==> config.mk <==
export PLATFORM = sky130hd
export DESIGN_NAME = simd_pe_row
export DESIGN_NICKNAME = d
export VERILOG_FILES = /design/src/rtl/simd_pe_pkg.sv /design/src/rtl/simd_pe_lut.sv /design/src/rtl/simd_pe_bus.sv /design/src/rtl/simd_pe_cell.sv /design/src/rtl/simd_pe_row.sv
export SDC_FILE = /design/constraint.sdc
export NUM_CORES = 1
export LEC_CHECK = 0
export CAP_MARGIN = 40
export CORE_MARGIN = 2
export CORE_UTILIZATION = 60
export DETAILED_ROUTE_END_ITERATION = 10
export PLACE_DENSITY = 0.9
export SLEW_MARGIN = 20
export SYNTH_ARGS = -nofsm -noshare
export SYNTH_HDL_FRONTEND = slang
export SYNTH_SLANG_ARGS = --single-unit
==> constraint.sdc <==
create_clock -name clk -period 5 [get_ports clk]
set_clock_uncertainty 0.05 [all_clocks]
set_input_delay 1.5 -clock clk [delete_from_list [all_inputs] [get_ports clk]]
set_output_delay 1.5 -clock clk [all_outputs]
set_load 0.01 [all_outputs]
==> src/rtl/simd_pe_pkg.sv <==
package simd_pe_pkg;
  typedef enum logic [1:0] {
    DST_MEM = 2'd0,
    DST_X   = 2'd1,
    DST_Y   = 2'd2,
    DST_WE  = 2'd3
  } dst_e;

  typedef enum logic [2:0] {
    COM_LOCAL      = 3'd0,
    COM_FROM_RIGHT = 3'd1,
    COM_FROM_LEFT  = 3'd2,
    COM_BUS_ALL    = 3'd3,
    COM_BUS_EN     = 3'd4
  } comm_e;
endpackage

==> src/rtl/simd_pe_lut.sv <==
module simd_pe_lut (
  input  logic [7:0] tt,
  input  logic [2:0] sel,
  output logic       y
);
  assign y = tt[sel];
endmodule

==> src/rtl/simd_pe_bus.sv <==
module simd_pe_bus #(
  parameter int NUM_PE = 8
) (
  input  logic [NUM_PE-1:0] val,
  input  logic [NUM_PE-1:0] drv,
  output logic              bus
);
  // undriven lines float high; any driven 0 pulls the bus low
  assign bus = &(val | ~drv);
endmodule

==> src/rtl/simd_pe_cell.sv <==
module simd_pe_cell #(
  parameter int ADDR_W = 4,
  localparam int DEPTH = 1 << ADDR_W
) (
  input  logic              clk,
  input  logic              rst_n,
  input  logic              op_valid,
  input  logic [ADDR_W-1:0] op_addr,
  input  logic [7:0]        op_tt,
  input  logic [1:0]        op_dst,
  input  logic              res_in,
  output logic              alu_out,
  output logic              x_q,
  output logic              y_q,
  output logic              we_q,
  input  logic              host_wr,
  input  logic [ADDR_W-1:0] host_addr,
  input  logic              host_wdata,
  output logic              host_bit
);
  import simd_pe_pkg::*;

  logic mem [DEPTH];
  logic m_bit;

  assign m_bit    = mem[op_addr];
  assign host_bit = mem[host_addr];

  simd_pe_lut u_lut (
    .tt  (op_tt),
    .sel ({x_q, y_q, m_bit}),
    .y   (alu_out)
  );

  always_ff @(posedge clk) begin
    if (op_valid) begin
      if (op_dst == DST_MEM && we_q) mem[op_addr] <= res_in;
    end else if (host_wr) begin
      mem[host_addr] <= host_wdata;
    end
  end

  always_ff @(posedge clk or negedge rst_n) begin
    if (!rst_n) begin
      x_q  <= 1'b0;
      y_q  <= 1'b0;
      we_q <= 1'b1;
    end else if (op_valid) begin
      case (op_dst)
        DST_X:   x_q  <= res_in;
        DST_Y:   y_q  <= res_in;
        DST_WE:  we_q <= res_in;
        default: ;
      endcase
    end
  end
endmodule

==> src/rtl/simd_pe_row.sv <==
module simd_pe_row #(
  parameter int   NUM_PE    = 8,
  parameter int   ADDR_W    = 4,
  parameter logic EDGE_FILL = 1'b0,
  localparam int  PE_IDX_W  = (NUM_PE > 1) ? $clog2(NUM_PE) : 1
) (
  input  logic                clk,
  input  logic                rst_n,
  input  logic                op_valid,
  input  logic [ADDR_W-1:0]   op_addr,
  input  logic [7:0]          op_tt,
  input  logic [1:0]          op_dst,
  input  logic [2:0]          op_comm,
  input  logic                host_valid,
  output logic                host_ready,
  input  logic                host_we,
  input  logic [PE_IDX_W-1:0] host_pe,
  input  logic [ADDR_W-1:0]   host_addr,
  input  logic                host_wdata,
  output logic                host_rvalid,
  output logic                host_rdata
);
  import simd_pe_pkg::*;

  logic [NUM_PE-1:0] alu_vec, res_vec, x_vec, y_vec, we_vec;
  logic [NUM_PE-1:0] host_bit_vec, from_right, from_left, bus_drv;
  logic              bus_val, host_acc;

  assign host_ready = !op_valid;
  assign host_acc   = host_valid && host_ready;
  assign bus_drv    = (op_comm == COM_BUS_ALL) ? {NUM_PE{1'b1}} : we_vec;

  simd_pe_bus #(.NUM_PE(NUM_PE)) u_bus (
    .val (alu_vec),
    .drv (bus_drv),
    .bus (bus_val)
  );

  for (genvar i = 0; i < NUM_PE; i++) begin : g_pe
    if (i == NUM_PE - 1) begin : g_rend
      assign from_right[i] = EDGE_FILL;
    end else begin : g_rmid
      assign from_right[i] = alu_vec[i+1];
    end
    if (i == 0) begin : g_lend
      assign from_left[i] = EDGE_FILL;
    end else begin : g_lmid
      assign from_left[i] = alu_vec[i-1];
    end

    always_comb begin
      case (op_comm)
        COM_FROM_RIGHT: res_vec[i] = from_right[i];
        COM_FROM_LEFT:  res_vec[i] = from_left[i];
        COM_BUS_ALL,
        COM_BUS_EN:     res_vec[i] = bus_val;
        default:        res_vec[i] = alu_vec[i];
      endcase
    end

    simd_pe_cell #(.ADDR_W(ADDR_W)) u_cell (
      .clk        (clk),
      .rst_n      (rst_n),
      .op_valid   (op_valid),
      .op_addr    (op_addr),
      .op_tt      (op_tt),
      .op_dst     (op_dst),
      .res_in     (res_vec[i]),
      .alu_out    (alu_vec[i]),
      .x_q        (x_vec[i]),
      .y_q        (y_vec[i]),
      .we_q       (we_vec[i]),
      .host_wr    (host_acc && host_we && (host_pe == PE_IDX_W'(i))),
      .host_addr  (host_addr),
      .host_wdata (host_wdata),
      .host_bit   (host_bit_vec[i])
    );
  end

  always_ff @(posedge clk or negedge rst_n) begin
    if (!rst_n) begin
      host_rvalid <= 1'b0;
      host_rdata  <= 1'b0;
    end else begin
      host_rvalid <= host_acc && !host_we;
      if (host_acc && !host_we)
        host_rdata <= (32'(host_pe) < NUM_PE) ? host_bit_vec[host_pe] : 1'b0;
    end
  end
endmodule

==> reports/metrics.cfg <==
[run_status]
outcome = finished clean

[placed_design]
place_congestion = 1.04
placed_area_um2 = 9810
hpwl_um = 18600
dp.cells = 940
io_buffers = 32

[timing]
min_period_ns = 4.57
worst_slew_pin_slew_ns = 0.875
max_slew_margin = 0.415
tns_ns = 0
holdWs_ns = 0.474
hold_viol = 0
fmax_mhz = 219
fin_crit_sh = 0.913
final-max-slew-violation-count = 0
setup_viol = 0
rsz0062_at_grt = false

[global_route]
antenna_found_initial = 0
grt-ovfl-total = 0
grt_pass1_vias = 6954
grt_usage = 0.336
grt_max_degree = 37
grt_pass1_wl_um = 39700

[floorplanning]
initial_core_util = 0.617
die_h_um = 127
die_w_um = 127
rows = 44
core_um2 = 14600
dieArea_um2 = 16000
ioPinCount = 33

[cts]
post-cts-setup-buffer-count = 0
cts_root_buffer = clkbuf_16
cts-resized-gates = 0
cts_htree_levels = 4
clkTransAtPathRegs_ns = 0.07
clk_path_buf_depth = 2
cts_tree = yes
clock_sinks = 154
hold_buffers = 0
cts-buffers-inserted = 17
clock_latency_ns = 0.43

[synthesis]
ys_seq_area_frac = 0.499
synth_mux_area_frac = 0.277
synth_edf_count = 128
synth.ff_latch_count = 154
synth_top_area_cell = edfxtp_1
synth_adder_area_share = 0
synthTopCellsByCount = 161 x nor2_1, 128 x edfxtp_1, 86 x mux4_2
synthCells = 717
synth_top_area_frac = 0.426
synth_top_family_by_area = multiplexers
ys.warnings.count = 0
async_reset_ff_frac = 0.169
syn_nets = 747
ys.flop_type = edfxtp_1
synth_compound_area_frac = 0.0840
synth_most_common_cell = nor2_1
synth-xor-area-share = 0
synthDistinctLibCells = 41
ys_top_cells_by_area = edfxtp_1 43%, mux4_2 21%, nor2_1 6.7%
syn_area_um2 = 9030
syn_area_per_cell_um2 = 12.6
yosys.area_share.simple = 0.114

[run]
maxCapViolCount = 0

[route]
vias_per_cell = 7.19
drc = 0
avgRoutedWirePerCell_um = 26.8
vias = 7028
drtAntennaViolNets = 0
drt_iter0_drc = 1175
routed_wl_um = 26200
firstDrtPassIters = 9

[min_path]
hold_class = reg -> reg
worstHoldStart = g_pe[5].u_cell.we_q

[layout]
nets = 810
syn_to_final_growth_pct = 16.3
num_antenna_cells = 0
instances_no_fill = 977
fin_area_um2 = 10500
drive_above_1_share = 0.250

[power]
vdd_drop_max_mv = 0.236
combPwrFrac = 0.193
finalPower_w = 0.00374
p_switching_w = 0.00105
swShare = 0.279
clkPwrFrac = 0.382
power_density_nw_per_um2 = 356
p_leak_nw = 3.54
p_seq_frac = 0.425
internal_power_w = 0.00270

[critical_path]
reg2reg_from = g_pe[6].u_cell.mem[15]
critPathKind = in -> reg
cp-startpoint = op_addr[1]
cp.arrival_ns = 4.69
cp-end-kind = register
timing.critical_path.from_type = primary input
worstPathRequired_ns = 5.12
critPathMaxFanout = 16

==> cell usage in the layout, fill, tap and decap left out, types with 2 or more instances in the layout <==
| cell | instances |
|---|---|
| a2bb2oi_1 | 2 |
| nand3b_1 | 3 |
| o31ai_1 | 9 |
| a211oi_2 | 2 |
| dfrtp_1 | 18 |
| a22oi_1 | 34 |
| a21oi_1 | 23 |
| nand2_1 | 46 |
| o21ai_1 | 7 |
| inv_1 | 5 |
| o22ai_1 | 4 |
| clkinv_8 | 2 |
| mux4_2 | 86 |
| mux2_2 | 5 |
| nand2b_1 | 4 |
| clkinv_1 | 2 |
| inv_6 | 5 |
| o21ai_0 | 27 |
| buf_12 | 3 |
| and3_1 | 3 |
| bufinv_16 | 4 |
| dfstp_2 | 8 |
| clkdlybuf4s50_1 | 29 |
| mux2i_1 | 51 |
| and2_1 | 2 |
| nor2b_1 | 11 |
| edfxtp_1 | 128 |
| o22a_1 | 2 |
| nand3_1 | 3 |
| nor3_1 | 12 |
| buf_2 | 5 |
| clkinv_4 | 2 |
| buf_4 | 54 |
| nor2_1 | 161 |
| clkbuf_16 | 17 |
| or3_1 | 2 |
==> power groups by stage <==
stage                     combinational [W]  clock (W)  sequential (W)
after floorplan                    0.000413          0         0.00160
after global placement             0.000669          0         0.00161
after detailed placement           0.000691          0         0.00162
after CTS                          0.000696    0.00144         0.00159
after global routing               0.000760    0.00148         0.00160
final                              0.000724    0.00143         0.00159
==> path summary, 6_finish.rpt <==
path                                         end  slack (ns)  cells past startpoint
max                        g_pe[1].u_cell.mem[4]        0.43                     14
min                          g_pe[5].u_cell.we_q        0.47                      2
max reg2reg                g_pe[1].u_cell.mem[4]        1.52                     11
min reg2reg                  g_pe[5].u_cell.we_q        0.47                      2
max in group asynchronous    g_pe[0].u_cell.we_q        3.17                      2
min in group asynchronous     g_pe[7].u_cell.y_q        1.41                      2
==> sequential cells by signal, indices dropped and copies added (netlist names) <==
signal and count:
g_pe.u_cell.mem 128, g_pe.u_cell.we_q 8, g_pe.u_cell.x_q 8, g_pe.u_cell.y_q 8, host_rdata 1, host_rvalid 1
==> critical path, stage by stage <==
cell and delay, ns:
clkdlybuf4s50_1 0.68, buf_4 0.26, buf_4 0.16, nor2_1 0.06
a22oi_1 0.21, nand2_1 0.09, mux2_2 0.27, o311ai_0 0.35
a211oi_1 0.10, and4_1 0.23, buf_4 0.18, o21ai_1 0.23
o21ai_0 0.14, buf_4 0.24
==> metrics by stage <==
| step | setup slack [ns] | util |
|---|---|---|
| 2_1_floorplan | 0.143 | - |
| 3_3_place_gp | 0.0619 | 0.669 |
| 3_5_place_dp | -0.294 | 0.670 |
| 4_1_cts | 0.154 | 0.715 |
| 5_1_grt | 0.276 | 0.717 |
| 6_report | 0.434 | 0.717 |
==> layer usage <==
metal  wire length [µm]  share of wire  track usage  vias up
met1               9150           0.35        0.442     3403
met5                  0              0            0        -
li1                   -              -            -     2911
met3               3580           0.14        0.103      119
met2              12300           0.47        0.523      595
met4               1150          0.044        0.152        0
==> cells by family after synthesis <==
kind of cell / Yosys count
AOI/OAI and AO/OA: 117
buffers and inverters: 55
muxes: 142
DFF: 154
and+or+nand+nor: 249
==> cell type report <==
| cell class | instances | area [µm²] |
|---|---|---|
| Sequential cell | 154 | 4500 |
| Timing Repair Buffer | 92 | 796 |
| Clock buffer | 17 | 425 |
| Tap cell | 184 | 230 |
| Inverter | 7 | 26.3 |
| Clock inverter | 15 | 233 |
| Fill cell | 936 | 4140 |
| Multi-Input combinational cell | 508 | 4290 |
Note: power is estimated with default switching activity, not from simulation.
